--- src/rtl/nps_pkg.sv ---
package nps_pkg;
   typedef enum logic [1:0] {
      K_READ   = 2'd0,
      K_PROG   = 2'd1,
      K_ERASE  = 2'd2,
      K_UNLOCK = 2'd3
   } kind_e;

   typedef enum logic [2:0] {
      RES_OK     = 3'd0,
      RES_CORR   = 3'd1,
      RES_UNCORR = 3'd2,
      RES_PFAIL  = 3'd3,
      RES_EFAIL  = 3'd4,
      RES_TOUT   = 3'd5
   } res_e;

   typedef enum logic [3:0] {
      S_IDLE, S_WREN, S_ARRAY_RD, S_PROG_LOAD, S_PROG_EXEC,
      S_ERASE, S_POLL, S_CACHE_RD, S_UNLOCK
   } step_e;

   localparam logic [7:0] OPC_WREN     = 8'h06;
   localparam logic [7:0] OPC_ARRAY_RD = 8'h13;
   localparam logic [7:0] OPC_GETF     = 8'h0F;
   localparam logic [7:0] OPC_SETF     = 8'h1F;
   localparam logic [7:0] OPC_PLOAD    = 8'h02;
   localparam logic [7:0] OPC_PEXEC    = 8'h10;
   localparam logic [7:0] OPC_ERASE    = 8'hD8;
   localparam logic [7:0] FA_STATUS    = 8'hC0;
   localparam logic [7:0] FA_LOCK      = 8'hA0;

   localparam logic [1:0] DIR_NONE = 2'd0;
   localparam logic [1:0] DIR_IN   = 2'd1;
   localparam logic [1:0] DIR_OUT  = 2'd2;
endpackage

--- src/rtl/nps_desc_gen.sv ---
module nps_desc_gen #(
   parameter int ROW_BYTES = 3,
   parameter int COL_BYTES = 2,
   parameter int READ_MODE = 0,
   localparam int ROW_W  = 8 * ROW_BYTES,
   localparam int COL_W  = 8 * COL_BYTES,
   localparam int ADDR_W = ROW_W
) (
   input  nps_pkg::step_e     step,
   input  logic [ROW_W-1:0]   row,
   input  logic [COL_W-1:0]   col,
   output logic [7:0]         opcode,
   output logic [ADDR_W-1:0]  addr,
   output logic [2:0]         addr_nbytes,
   output logic [1:0]         dummy_nbytes,
   output logic [2:0]         lanes,
   output logic [1:0]         dir,
   output logic [7:0]         wdata
);
   import nps_pkg::*;

   logic [7:0] rd_op;
   logic [1:0] rd_dum;
   logic [2:0] rd_lanes;

   generate
      if (READ_MODE == 0) begin : g_rd_plain
         assign rd_op = 8'h03;  assign rd_dum = 2'd0;  assign rd_lanes = 3'd1;
      end else if (READ_MODE == 1) begin : g_rd_fast
         assign rd_op = 8'h0B;  assign rd_dum = 2'd1;  assign rd_lanes = 3'd1;
      end else begin : g_rd_quad
         assign rd_op = 8'h6B;  assign rd_dum = 2'd1;  assign rd_lanes = 3'd4;
      end
   endgenerate

   localparam logic [2:0] NB_ROW = 3'(ROW_BYTES);
   localparam logic [2:0] NB_COL = 3'(COL_BYTES);

   always_comb begin
      opcode       = 8'h00;
      addr         = '0;
      addr_nbytes  = 3'd0;
      dummy_nbytes = 2'd0;
      lanes        = 3'd0;
      dir          = DIR_NONE;
      wdata        = 8'h00;
      unique case (step)
         S_WREN:      opcode = OPC_WREN;
         S_ARRAY_RD:  begin opcode = OPC_ARRAY_RD; addr = row; addr_nbytes = NB_ROW; end
         S_PROG_EXEC: begin opcode = OPC_PEXEC;    addr = row; addr_nbytes = NB_ROW; end
         S_ERASE:     begin opcode = OPC_ERASE;    addr = row; addr_nbytes = NB_ROW; end
         S_PROG_LOAD: begin
            opcode = OPC_PLOAD; addr = ADDR_W'(col); addr_nbytes = NB_COL;
            lanes = 3'd1; dir = DIR_OUT;
         end
         S_CACHE_RD: begin
            opcode = rd_op; addr = ADDR_W'(col); addr_nbytes = NB_COL;
            dummy_nbytes = rd_dum; lanes = rd_lanes; dir = DIR_IN;
         end
         S_POLL: begin
            opcode = OPC_GETF; addr = ADDR_W'(FA_STATUS); addr_nbytes = 3'd1;
            lanes = 3'd1; dir = DIR_IN;
         end
         S_UNLOCK: begin
            opcode = OPC_SETF; addr = ADDR_W'(FA_LOCK); addr_nbytes = 3'd1;
            lanes = 3'd1; dir = DIR_OUT; wdata = 8'h00;
         end
         default: ;
      endcase
   end
endmodule

--- src/rtl/nps_status_dec.sv ---
module nps_status_dec (
   input  logic [7:0]     status,
   input  nps_pkg::kind_e kind,
   output logic           busy,
   output nps_pkg::res_e  res
);
   import nps_pkg::*;

   assign busy = status[0];

   always_comb begin
      res = RES_OK;
      unique case (kind)
         K_READ: begin
            unique case (status[5:4])
               2'd0:    res = RES_OK;
               2'd1:    res = RES_CORR;
               default: res = RES_UNCORR;
            endcase
         end
         K_PROG:  if (status[3]) res = RES_PFAIL;
         K_ERASE: if (status[2]) res = RES_EFAIL;
         default: res = RES_OK;
      endcase
   end
endmodule

--- src/rtl/nps_poll_ctr.sv ---
module nps_poll_ctr #(
   parameter int POLL_W = 16
) (
   input  logic              clk,
   input  logic              rst_n,
   input  logic              clr,
   input  logic              inc,
   input  logic [POLL_W-1:0] limit,
   output logic              last
);
   logic [POLL_W-1:0] cnt;

   always_ff @(posedge clk or negedge rst_n) begin
      if (!rst_n)    cnt <= '0;
      else if (clr)  cnt <= '0;
      else if (inc)  cnt <= cnt + 1'b1;
   end

   assign last = ({1'b0, cnt} + 1'b1) >= {1'b0, limit};
endmodule

--- src/rtl/nps_page_seq.sv ---
module nps_page_seq #(
   parameter int ROW_BYTES = 3,
   parameter int COL_BYTES = 2,
   parameter int POLL_W    = 16,
   parameter int READ_MODE = 0,
   localparam int ROW_W  = 8 * ROW_BYTES,
   localparam int COL_W  = 8 * COL_BYTES,
   localparam int ADDR_W = ROW_W
) (
   input  logic              clk,
   input  logic              rst_n,
   input  logic              req_valid,
   input  logic [1:0]        req_kind,
   input  logic [ROW_W-1:0]  req_row,
   input  logic [COL_W-1:0]  req_col,
   input  logic [POLL_W-1:0] poll_limit,
   output logic              req_ready,
   output logic              op_valid,
   output logic [7:0]        op_opcode,
   output logic [ADDR_W-1:0] op_addr,
   output logic [2:0]        op_addr_nbytes,
   output logic [1:0]        op_dummy_nbytes,
   output logic [2:0]        op_data_lanes,
   output logic [1:0]        op_data_dir,
   output logic [7:0]        op_wdata,
   input  logic              op_done,
   input  logic [7:0]        op_rdata,
   output logic              done,
   output logic [2:0]        result
);
   import nps_pkg::*;

   generate
      if (ROW_BYTES < 1 || ROW_BYTES > 4) begin : g_bad_row
         $error("ROW_BYTES must lie in 1..4");
      end
      if (COL_BYTES < 1 || COL_BYTES > ROW_BYTES) begin : g_bad_col
         $error("COL_BYTES must lie in 1..ROW_BYTES");
      end
      if (READ_MODE < 0 || READ_MODE > 2) begin : g_bad_mode
         $error("READ_MODE must be 0, 1 or 2");
      end
      if (POLL_W < 1) begin : g_bad_poll
         $error("POLL_W must be positive");
      end
   endgenerate

   step_e             state;
   kind_e             kind_q;
   logic [ROW_W-1:0]  row_q;
   logic [COL_W-1:0]  col_q;
   res_e              ecc_q;
   res_e              result_q;
   logic              done_q;

   logic  st_busy;
   res_e  st_res;
   logic  poll_last;
   logic  accept;

   assign accept    = req_valid && (state == S_IDLE);
   assign req_ready = (state == S_IDLE);
   assign op_valid  = (state != S_IDLE);
   assign done      = done_q;
   assign result    = result_q;

   nps_desc_gen #(
      .ROW_BYTES (ROW_BYTES),
      .COL_BYTES (COL_BYTES),
      .READ_MODE (READ_MODE)
   ) u_desc (
      .step         (state),
      .row          (row_q),
      .col          (col_q),
      .opcode       (op_opcode),
      .addr         (op_addr),
      .addr_nbytes  (op_addr_nbytes),
      .dummy_nbytes (op_dummy_nbytes),
      .lanes        (op_data_lanes),
      .dir          (op_data_dir),
      .wdata        (op_wdata)
   );

   nps_status_dec u_dec (
      .status (op_rdata),
      .kind   (kind_q),
      .busy   (st_busy),
      .res    (st_res)
   );

   nps_poll_ctr #(.POLL_W(POLL_W)) u_poll (
      .clk   (clk),
      .rst_n (rst_n),
      .clr   (state == S_IDLE),
      .inc   (op_done && state == S_POLL && st_busy),
      .limit (poll_limit),
      .last  (poll_last)
   );

   always_ff @(posedge clk or negedge rst_n) begin
      if (!rst_n) begin
         state    <= S_IDLE;
         kind_q   <= K_READ;
         row_q    <= '0;
         col_q    <= '0;
         ecc_q    <= RES_OK;
         result_q <= RES_OK;
         done_q   <= 1'b0;
      end else begin
         done_q <= 1'b0;
         if (state == S_IDLE) begin
            if (accept) begin
               kind_q <= kind_e'(req_kind);
               row_q  <= req_row;
               col_q  <= req_col;
               ecc_q  <= RES_OK;
               unique case (kind_e'(req_kind))
                  K_READ:   state <= S_ARRAY_RD;
                  K_UNLOCK: state <= S_UNLOCK;
                  default:  state <= S_WREN;
               endcase
            end
         end else if (op_done) begin
            unique case (state)
               S_WREN:      state <= (kind_q == K_PROG) ? S_PROG_LOAD : S_ERASE;
               S_PROG_LOAD: state <= S_PROG_EXEC;
               S_ARRAY_RD,
               S_PROG_EXEC,
               S_ERASE:     state <= S_POLL;
               S_POLL: begin
                  if (st_busy) begin
                     if (poll_last) begin
                        state    <= S_IDLE;
                        done_q   <= 1'b1;
                        result_q <= RES_TOUT;
                     end
                  end else if (kind_q == K_READ) begin
                     ecc_q <= st_res;
                     state <= S_CACHE_RD;
                  end else begin
                     state    <= S_IDLE;
                     done_q   <= 1'b1;
                     result_q <= st_res;
                  end
               end
               S_CACHE_RD: begin
                  state    <= S_IDLE;
                  done_q   <= 1'b1;
                  result_q <= ecc_q;
               end
               S_UNLOCK: begin
                  state    <= S_IDLE;
                  done_q   <= 1'b1;
                  result_q <= RES_OK;
               end
               default: state <= S_IDLE;
            endcase
         end
      end
   end
endmodule

--- config.mk ---
export PLATFORM = sky130hd
export DESIGN_NAME = nps_page_seq
export DESIGN_NICKNAME = d
export VERILOG_FILES = /design/src/rtl/nps_pkg.sv /design/src/rtl/nps_desc_gen.sv /design/src/rtl/nps_status_dec.sv /design/src/rtl/nps_poll_ctr.sv /design/src/rtl/nps_page_seq.sv
export SDC_FILE = /design/constraint.sdc
export NUM_CORES = 1
export LEC_CHECK = 0
export ABC_AREA = 1
export BUFFER_PORTS_ARGS = -buffer_cell sky130_fd_sc_hd__buf_2
export CAP_MARGIN = 10
export CORE_ASPECT_RATIO = 0.5
export CORE_MARGIN = 5
export CORE_UTILIZATION = 27
export DETAILED_ROUTE_END_ITERATION = 7
export GPL_ROUTABILITY_DRIVEN = 0
export GPL_TIMING_DRIVEN = 0
export PLACE_DENSITY = 0.48
export RECOVER_POWER = 100
export SLEW_MARGIN = 30
export SYNTH_ARGS = -nofsm -noshare
export SYNTH_HDL_FRONTEND = slang
export SYNTH_HIERARCHICAL = 1
export SYNTH_SLANG_ARGS = --single-unit
--- constraint.sdc ---
create_clock -name clk -period 7.4 [get_ports clk]
set_input_delay 1.11 -clock clk [delete_from_list [all_inputs] [get_ports clk]]
set_output_delay 1.11 -clock clk [all_outputs]
set_load 0.05 [all_outputs]
# After elaboration in Yosys (flattened, before gate mapping)

Index checks and enable logic that the tools add are counted.

Flip-flop bits (word level): 69
Bits in latches: 0
RAM bits: 0
Memory bits (read-only): 0
Bits of input ports: 70
Output and inout bits: 56
Word-level logic and storage cells: 89
Memories: 0

Add/sub/neg operators: 2
$mul: 0
Divide/modulo/power cells: 0
Order comparisons: 1
Equality and inequality tests: 17
Shift operators: 0
Muxes and demuxes: 36
Bitwise gates (word level): 1
Reduce and logical (&&, ||, !) cells: 24

Operators by type and width:

| operator                                       | count |
|---|---|
| one-hot mux 24 bit (4 select lines)            | 1 |
| one-hot mux 8 bit (8 select lines)             | 1 |
| two-way mux 3 bit                              | 12 |
| two-way mux 16 bit                             | 2 |
| two-way mux 4 bit                              | 5 |
| one-hot mux 3 bit (3 select lines)             | 2 |
| adder 16 x 1 -> 17 bit (second input constant) | 1 |
| greater-or-equal comparator 17 x 16 -> 1 bit   | 1 |
| adder 16 x 1 -> 16 bit (second input constant) | 1 |
| == test 4 x 3 -> 1 bit (second input constant) | 4 |
| one-hot mux 4 bit (4 select lines)             | 1 |
| AND reduction 5 bit                            | 2 |
| OR reduction 2 bit                             | 5 |
| == test 4 x 2 -> 1 bit (second input constant) | 2 |
| one-hot mux 2 bit (2 select lines)             | 2 |
| one-hot mux 4 bit (2 select lines)             | 1 |
| nonzero test 2 bit                             | 4 |
| zero test 2 bit                                | 3 |
| two-way mux 1 bit                              | 6 |
| inequality test 3 bit (second input constant)  | 2 |
| one-hot mux 2 bit (3 select lines)             | 1 |
| == test 2 x 1 -> 1 bit (second input constant) | 2 |
| == test 2 bit (second input constant)          | 2 |
| == test 4 x 1 -> 1 bit (second input constant) | 1 |
| other kinds (15)                               | 17 |

# Depth between registers and ports, before layout

Gate-level depths: netlist (run 1).

Word-level depth: 8
Gate-level depth with buffers: 25
Depth with buffers taken out: 25

# Cells and area by module

The synthesis (run 1) kept the hierarchy.

By module, submodules not included:

| module         | instances | cells each | area each (um^2) | seq. area each (um^2) |
|---|---|---|---|---|
| nps_page_seq   | 1         | 300        | 2406.1           | 1326.3 |
| nps_poll_ctr   | 1         | 209        | 1463.9           | 400.4 |
| nps_desc_gen   | 1         | 125        | 578.1            | 0.0 |
| nps_status_dec | 1         | 11         | 51.3             | 0.0 |

# Worst setup path before layout (run 1)

No wires, ideal clock.

Path kind: register to output
Start point: register state[0]
End point: output op_data_dir[1]
Arrival time: 1900 ps
Required time: 6290 ps
Path slack: 4390 ps
Cell stages (with the launch flop): 3
Path buffers: 0
Cells stage by stage: dfrtp_1 nand2_1 o31ai_1

Cells in the longest elaborated chain, start to end: 3
Elaborated cells on any way between the ends: 7
Classes of those cells: eq/ne: 4; mux: 1; reduce/logical: 2

Ends and longest elaborated chain:

| what                                                 | RTL line            | RTL |
|---|---|---|
| start: declaration                                   | nps_page_seq.sv:48  | `step_e state;` |
| start signal: assignment                             | nps_page_seq.sv:125 | `S_WREN: state <= (kind_q == K_PROG) ? S_PROG_LOAD : S_ERASE;` |
| == test 4 x 2 -> 1 bit, or another cell as far along | nps_desc_gen.sv:47  | `unique case (step)` |
| OR reduction 2 bit (no line)                         | -                   |  |
| one-hot mux 2 bit (2 select lines) (*)               | nps_desc_gen.sv:47  |  |
| end: declaration                                     | nps_page_seq.sv:24  | `output logic [1:0] op_data_dir,` |

Every way passes the cells marked *; elsewhere a longest branch is shown, timed or not.

==> flow_results.org, run 1 <==
** Cells and area
- Fillers :: 1,902
- Design area :: 5550 um2
- Summing all multi-input logic gate instances after layout gives 2200 um2.
- Across the whole layout, storage elements account for 1730 um2.
- Final Net Count :: 866
- Total inserted antenna cells :: 0
- From synthesis to final layout, the design area changed by 23.2%.
- The post-route netlist has 17.1% of its cells at a drive strength greater than 1.
- Final std cells w/o fill :: 1,009

** CTS
- Maximum level of the CTS H-tree :: 3
- TritonCTS built the clock tree.
- Buffers inserted to repair hold after CTS numbered 0.
- The tree is rooted in a sky130_fd_sc_hd__clkbuf_16.
- TritonCTS Buffers :: 9
- Buffers inserted during post-CTS setup optimization :: 0
- # clock sinks :: 69
- Insertion delay to the later sink of the worst-skew pair :: 330 ps
- After clock tree synthesis, the repair step resized 0 gates.
- Deepest clock path buffer count :: 2
- Register clock-pin slew on the reported worst setup and hold paths :: 60 ps

** Yosys
- In this run, synthesis produced a sequential element count of 69.
- Number of flops mapped to enable cells by yosys :: 0
- Syn Inst Count :: 645
- After synthesis, the share of flip-flops with an asynchronous set or reset is 100%.
- The Yosys step of the flow raised 6 warnings.
- Average instance area after synthesis :: 6.98 um2
- Unique masters post-synth :: 35
- Netlist area before placement :: 4500 um2
- In the synthesized netlist the dominant register cell turns out to be sky130_fd_sc_hd__dfrtp_1.
- Portion of the post-synthesis area used by sequential elements :: 38.4%

** Detailed routing
- Routed Wire Length :: 12,000 um
- After detailed routing, the number of vias per cell comes to 4.06.
- In the detailed route, the total length drawn on met2 is 5290 um.
- Met1 Routed Length :: 6050 um
- The pre-antenna-repair detailed-routing pass consisted of 5 iterations.
- Average wire per standard cell :: 11.9 um
- Max Used Layer :: met4
- Iter 0 DRT Violations :: 185
- Post-route DRC violation count :: 0
- The final route contains 4,094 vias.
- Summed over all nets, wire length on met3 after detailed routing comes to 558 um.
- Final antenna-violating net count :: 0

** Timing
- Final critical delay including setup and external delays :: 4020 ps
- Setup repair after global routing left no endpoint under its margin.
- Relative slew slack :: -43.7%
- Final number of max-transition violations :: 72
- Final setup violation count :: 0
- Summed over all failing endpoints, the final setup total negative slack is 0 ps.
- Max Freq :: 248 MHz
- Skew final :: 7.45 ps
- The hold violation total from the final report was 0.
- At the pin with the least slew margin, the transition time is 2160 ps.
- Dividing the final minimum period by the clock period gives 54.4%.
- Minimum setup slack in the final design :: 3380 ps

** Worst setup path
- Together, buffers and inverters on the worst path number 2.
- The worst setup path is captured at an async pin.
- The critical path goes through clkbuf_1 > clkbuf_1.
- STA classifies the critical path startpoint as an input pin.
- Of all nets on the critical path, the largest fanout is 38.
- Critical Path Most Common Cell :: sky130_fd_sc_hd__clkbuf_1
- CP required :: 7400 ps
- At the worst endpoint, the arrival time is 4020 ps.
- The worst setup path is of the input pin to async pin kind.
- The kind of cell with the highest combined delay along the critical path is buffers and inverters.
- Cell with the largest stage delay on the worst path :: sky130_fd_sc_hd__clkbuf_1
- On the worst path, the slowest cell contributes a delay of 1620 ps.

** Power and ir drop
- Leakage dissipation :: 0.00320 uW
- Power comes to 2300 uW.
- Power density cells :: 416 nW/um2
- Worst IR Drop VDD :: 0.000151 V

** Die
- Initial cell density of the core :: 27.5%
- Vert. Die Dim :: 101 um
- Count of pins on the block boundary :: 126
- The floorplan has 33 rows.
- The region available for standard cell placement spans 16,400 um2.
- From left edge to right edge, the die measures 193 um.
- The die covers 19,500 um2.

** Global route
- Entering global routing, the biggest net connects 39 pins.
- Global Route Usage Sum :: 12.5%
- Total grt overflow :: 0
- The via count of the first global-routing pass is 4,008.
- The first global-routing pass estimated 19,700 um of wire.
- Number of antenna violations at the first check in global routing :: 0

** Placement
- Including well taps, the total number of placed cells is 993.
- In this run the cell area measured after placement is 5390 um2.
- Port buffering added 107 buffers.
- Once detailed placement completed, the half-perimeter wirelength came to 9360 um.
- Setup slack after placement :: 4290 ps

** Status
- Failing checks :: max-capacitance violations, max-slew violations
- Run status :: complete, but fails checks

** Hold path
- Type of the most critical hold path :: flop to flop

** Flow run
- The tool flagged a number of max-cap violations equal to 2.
routing by layer:
metal,global-route usage (%),up-vias
li1,-,2198
met1,17.9,1819
met2,19.7,72
met3,3.13,5
met4,1.97,0
met5,0,-
kinds of logic after synthesis:
logic type,share of synthesized area (%)
AO/OA/AOI/OAI,3.78
XOR/XNOR,1.72
adder cells (fa/ha/maj),5.28
buffers and inverters,12.0
flip-flops,38.4
other,0.0833
AND/OR/NAND/NOR,38.8
area by class of cell:
class | count | share of cell area [%]
flip-flops and latches | 69 | 31.1
multi-input cells | 471 | 39.7
plain buffers | 27 | 3.20
well taps | 227 | 5.12
inverters | 91 | 6.16
clock buffers | 10 | 4.13
clock inverters | 6 | 1.71
repair buffers | 108 | 8.80
where the power goes:
part           internal [uW]  total, uW  switching [uW]
logic                    268       1220             952
registers                511        613             102
clock network            299        472             173
total                   1080       2300            1230
Yosys cell counts (all sizes together), types with 2 or more instances:
master	instances	area, um2
inv	89	334
a22o	2	18.8
buf	27	196
xor2	6	52.6
nand3	27	163
nor2	59	297
o21ai	10	53.8
nand2	300	1190
o22ai	8	50.1
ha	19	238
nor3	5	25.0
clkinv	2	7.51
nand3b	3	22.5
nand4	7	43.8
dfrtp	69	1730
a21oi	5	25.0
xnor2	2	25.0
worst paths after layout:
path | start | endpoint | slack [ps] | depth (start not counted)
max | rst_n | row_q[16]$_DFFE_PN0P_ | 3380 | 2
min | ecc_q[2]$_DFFE_PN0P_ | ecc_q[2]$_DFFE_PN0P_ | 470 | 2
max reg2reg | u_poll/cnt[0]$_DFFE_PN0P_ | result[2]$_DFFE_PN0P_ | 4030 | 22
min reg2reg | ecc_q[2]$_DFFE_PN0P_ | ecc_q[2]$_DFFE_PN0P_ | 470 | 2
max in group clk | state[0]$_DFFE_PN0P_ | op_addr[10] | 3580 | 6
min in group asynchronous | rst_n | u_poll/cnt[10]$_DFFE_PN0P_ | 1260 | 1
placed cells by master, fill, tap and decap left out, types with 6 or more instances in the layout:
cell | synthesis | final
sky130_fd_sc_hd__nand2_1 | 285 | 289
sky130_fd_sc_hd__inv_1 | 82 | 83
sky130_fd_sc_hd__buf_2 | 4 | 70
sky130_fd_sc_hd__dfrtp_1 | 69 | 69
sky130_fd_sc_hd__nor2_1 | 45 | 50
sky130_fd_sc_hd__clkbuf_1 | 0 | 48
sky130_fd_sc_hd__nand3_1 | 23 | 25
sky130_fd_sc_hd__ha_1 | 19 | 19
sky130_fd_sc_hd__buf_4 | 22 | 17
sky130_fd_sc_hd__conb_1 | 1 | 14
sky130_fd_sc_hd__nand2_2 | 10 | 9
sky130_fd_sc_hd__clkbuf_16 | 0 | 9
sky130_fd_sc_hd__o22ai_1 | 8 | 8
sky130_fd_sc_hd__nand4_1 | 7 | 7
sky130_fd_sc_hd__nor2_2 | 6 | 6
sky130_fd_sc_hd__inv_2 | 7 | 6
sky130_fd_sc_hd__o21ai_0 | 4 | 6
sky130_fd_sc_hd__xor2_1 | 6 | 6
per-stage QoR:
stage,hold slack (ps),util (%)
CTS,475,35.0
floorplan,442,-
detailed placement,459,33.0
global route,494,33.9
global placement,453,32.8
finish,469,33.9
flip-flops by register name (all words and copies together) (netlist names):
name        cells
result          3
kind_q          2
ecc_q           3
u_poll/cnt     16
done            1
col_q          16
row_q          24
state           4
No activity file was read; power rests on OpenSTA's default activity.
==> inputs of run 2 (changes only) <==
PLACE_DENSITY = 0.5   (was 0.48)
clock period = 3.7 ns   (was 7.4 ns; I/O delays follow)
==> flow_results.org, run 2 (synthesized netlist as in run 1, its figures left out) <==
** Worst setup path
- The cell with the largest stage delay on the worst path was sky130_fd_sc_hd__dfrtp_1 (was sky130_fd_sc_hd__clkbuf_1).
- The buffers plus inverters on the worst setup path is 2 (unchanged).
- Cell family with most CP delay :: buffers and inverters (unchanged)
- Worst-path maximum fanout :: 12 (was 38)
- Type of destination of the critical path :: primary output (was async pin)
- Critical Path Most Common Cell :: sky130_fd_sc_hd__nand2_1 (was sky130_fd_sc_hd__clkbuf_1)
- Longest individual stage delay on the worst path :: 610 ps (was 1620 ps)
- The category of the worst setup path launch point is a flop (was input pin).
- The logic depth of the worst setup path including buffers was 6 (was 2).
- WS Path Type :: flop to primary output (was input pin to async pin)
- Crit-path cells: nand2_1 > nor2_1 > clkbuf_1 > nand2_1 > nand2_1 > clkbuf_1 (was clkbuf_1 > clkbuf_1).
- The worst-case reg-to-reg path depth is 22 (unchanged).
- The critical path data arrival time is 2680 ps (was 4020 ps).
- CP required :: 3140 ps (was 7400 ps)

** Global route
- The global-route wire length before repair is 19,800 um (was 19,700 um).
- Number of global-route vias before repair :: 4,181 (was 4,008)
- The number of antenna violations at the first check in global routing was 0 (unchanged).
- The residual overflow from global routing is 0 (unchanged).
- The pin count of the biggest net entering global routing came to 39 (unchanged).
- Global Route Usage Sum :: 12.4% (was 12.5%)

** Hold path
- Type of the most critical hold path :: input pin to flop (was flop to flop)
- Number of cells on the worst hold path :: 3 (was 2)

** Timing
- The final critical path takes up 87.4% of the cycle.
- Hold_ws :: 416 ps (was 469 ps)
- Final number of max-transition violations :: 33 (was 72)
- The slew at the pin closest to its max-slew limit came to 1870 ps (was 2160 ps).
- Minimum setup slack in the final design :: 466 ps (was 3380 ps)
- Number of endpoints with negative hold slack in the final report :: 0 (unchanged)
- Final setup violation count :: 0 (unchanged)
- Total Neg Setup Slack :: 0 ps (unchanged)
- The worst clock skew is 10.2 ps (was 7.45 ps).
- RSZ-0062 raised after global routing :: false (unchanged)
- The relative max-transition margin is -24.7% (was -43.7%).
- Subtracting the final worst setup slack from the clock period gives 3230 ps.
- Max Freq :: 309 MHz

** Cells and area
- The multi-input combinational cell area is 2220 um2 (was 2200 um2).
- Ratio of cells with drive above 1 in the final layout :: 17.5% (was 17.1%)
- The register cell area after layout came to 1730 um2 (unchanged).
- The number of flip-flops under the largest register name came to 24 (unchanged).
- Layout area overhead :: 22.8% (was 23.2%)
- The count of antenna diodes in the layout was 0 (unchanged).
- The most common library cell in the layout ignoring fill and taps is sky130_fd_sc_hd__nand2_1 (unchanged).
- Most frequent cells in the layout: sky130_fd_sc_hd__nand2_1 (288), sky130_fd_sc_hd__inv_1 (83), sky130_fd_sc_hd__buf_2 (70) (was sky130_fd_sc_hd__nand2_1 (289), sky130_fd_sc_hd__inv_1 (83), sky130_fd_sc_hd__buf_2 (70)).
- The final net count was 866 (unchanged).
- The number of fill cells in the layout is 1,875 (was 1,902).
- Final std cells w/o fill :: 1,009 (unchanged)
- Largest registers :: row_q: 24 flops, col_q: 16 flops, u_poll/cnt: 16 flops (unchanged)
- The register with the most flip-flops was row_q (unchanged).

** Die
- The die extent in y was 101 um (unchanged).
- The width of the chip came to 193 um (unchanged).
- The standard-cell row count came to 33 (unchanged).
- The area of the die was 19,500 um2 (unchanged).
- The initial core utilization is 27.5% (unchanged).
- Count of pins on the block boundary :: 126 (unchanged)
- Core Footprint :: 16,400 um2 (unchanged)

** Placement
- Number of I/O port buffers :: 107 (unchanged)
- The total instance count after detailed placement was 993 (unchanged).
- DP HPWL :: 9230 um (was 9360 um)
- The worst-case setup slack after placement was 563 ps (was 4290 ps).

** Detailed routing
- The number of iterations in the first detailed-routing pass was 4 (was 5).
- Post-route DRC violation count :: 0 (unchanged)
- Routed Wire Length :: 11,800 um (was 12,000 um)
- Total via count after detailed routing :: 4,136 (was 4,094)
- Average wire per standard cell :: 11.7 um (was 11.9 um)
- The antenna violation net count after detailed routing was 0 (unchanged).
- Iter 0 DRT Violations :: 165 (was 185)
- Routed vias/inst :: 4.10 (was 4.06)

** CTS
- Register clock-pin slew on the reported worst setup and hold paths :: 60 ps (about the same)
- Maximum level of the CTS H-tree :: 3 (unchanged)
- Insertion delay to the later sink of the worst-skew pair :: 330 ps (about the same)
- # clock sinks :: 69 (unchanged)
- The hold buffer count at cts is 0 (unchanged).
- The number of buffers inserted to repair setup after CTS is 0 (unchanged).
- The buffer type at the clock tree root was sky130_fd_sc_hd__clkbuf_16 (unchanged).
- Deepest clock path buffer count :: 2 (unchanged)
- CTS tree :: done (unchanged)
- The number of buffers inserted during clock tree synthesis came to 9 (unchanged).
- Number of gates given a new drive strength after cts :: 0 (unchanged)

** Power and ir drop
- Power density cells :: 816 nW/um2 (was 416 nW/um2)
- Leakage dissipation :: 0.00320 uW (about the same)
- Worst IR Drop VDD :: 0.000485 V (was 0.000151 V)

** Flow run
- Reported max-cap violation count :: 1 (was 2)

** Status
- Run status: complete, but fails checks (unchanged).
- Failing checks: max-capacitance violations, max-slew violations (unchanged).
==> run 2: changes by cell type in the layout (fill, tap and decap cells not counted) <==
cell / before / now
sky130_fd_sc_hd__inv_6: 2 / 0
sky130_fd_sc_hd__clkbuf_1: 48 / 46
sky130_fd_sc_hd__bufinv_16: 2 / 1
sky130_fd_sc_hd__clkinvlp_4: 0 / 1
sky130_fd_sc_hd__nand2_4: 2 / 3
sky130_fd_sc_hd__clkinv_4: 2 / 1
sky130_fd_sc_hd__o21ai_0: 6 / 5
sky130_fd_sc_hd__nand2_1: 289 / 288
sky130_fd_sc_hd__o21ai_1: 3 / 4
sky130_fd_sc_hd__clkbuf_2: 0 / 1
sky130_fd_sc_hd__nor2_4: 3 / 4
sky130_fd_sc_hd__clkinv_2: 0 / 4
sky130_fd_sc_hd__nor2_2: 6 / 5
==> run 2: stage by stage <==
step	instance area (um2)	util (%)	total power [uW]
after floorplan	4550	-	3180
after global placement	5370	32.8	3810
after detailed placement	5390	33.0	3830
after CTS	5690	34.8	4720
after global routing	5530	33.8	4870
final	5530	33.8	4510
==> run 2: final cells by class <==
| class | count | share of cell area [%] |
|---|---|---|
| Buffer | 27 | 3.21 |
| Timing Repair Buffer | 108 | 8.85 |
| Tap cell | 227 | 5.14 |
| Sequential cell | 69 | 31.2 |
| Multi-Input combinational cell | 471 | 40.1 |
| Clock inverter | 7 | 1.20 |
| Inverter | 91 | 6.18 |
| Clock buffer | 9 | 4.08 |
==> run 2: routing by layer <==
metal | routed length [um] | part of all wire [%] | track usage [%]
met1 | 5860 | 50 | 16.9
met2 | 5410 | 46 | 20.8
met3 | 471 | 4.0 | 2.44
met4 | 63 | 0.53 | 2.30
met5 | 0 | 0 | 0
==> run 2: worst reg2reg max path: stages (launching register included) <==
cell,delay [ps]
sky130_fd_sc_hd__dfrtp_1,420
sky130_fd_sc_hd__ha_1,210
sky130_fd_sc_hd__nand2_1,90
sky130_fd_sc_hd__nor2_1,250
sky130_fd_sc_hd__nand2_4,130
sky130_fd_sc_hd__nor2_4,110
sky130_fd_sc_hd__nand3_1,90
sky130_fd_sc_hd__nand2_1,80
sky130_fd_sc_hd__inv_1,40
sky130_fd_sc_hd__ha_1,280
sky130_fd_sc_hd__nand2_1,90
sky130_fd_sc_hd__nor3_1,390
sky130_fd_sc_hd__nand2_1,90
sky130_fd_sc_hd__nor2_1,110
sky130_fd_sc_hd__nand2_1,60
sky130_fd_sc_hd__nand3_1,70
sky130_fd_sc_hd__nor2_1,60
sky130_fd_sc_hd__inv_1,50
sky130_fd_sc_hd__nand3_1,70
sky130_fd_sc_hd__nand2_1,150
sky130_fd_sc_hd__nand2_2,100
sky130_fd_sc_hd__nand2_1,70
sky130_fd_sc_hd__nand2_1,40
==> run 2: report_power, final <==
part / internal, uW / switching (uW) / leakage [uW]
Sequential: 1020 / 195 / 0.000892
Clock: 518 / 330 / 0.000145
Combinational: 533 / 1910 / 0.00216
Total: 2070 / 2440 / 0.00320
==> run 2: path summary, 6_finish.rpt <==
path	start	endpoint	slack (ps)
max	state[0]$_DFFE_PN0P_	op_addr[11]	470
min	req_row[23]	row_q[23]$_DFFE_PN0P_	420
max reg2reg	u_poll/cnt[0]$_DFFE_PN0P_	result[0]$_DFFE_PN0P_	540
min reg2reg	ecc_q[0]$_DFFE_PN0P_	ecc_q[0]$_DFFE_PN0P_	470
max in group asynchronous	rst_n	row_q[13]$_DFFE_PN0P_	1110
min in group asynchronous	rst_n	done$_DFF_PN0_	740
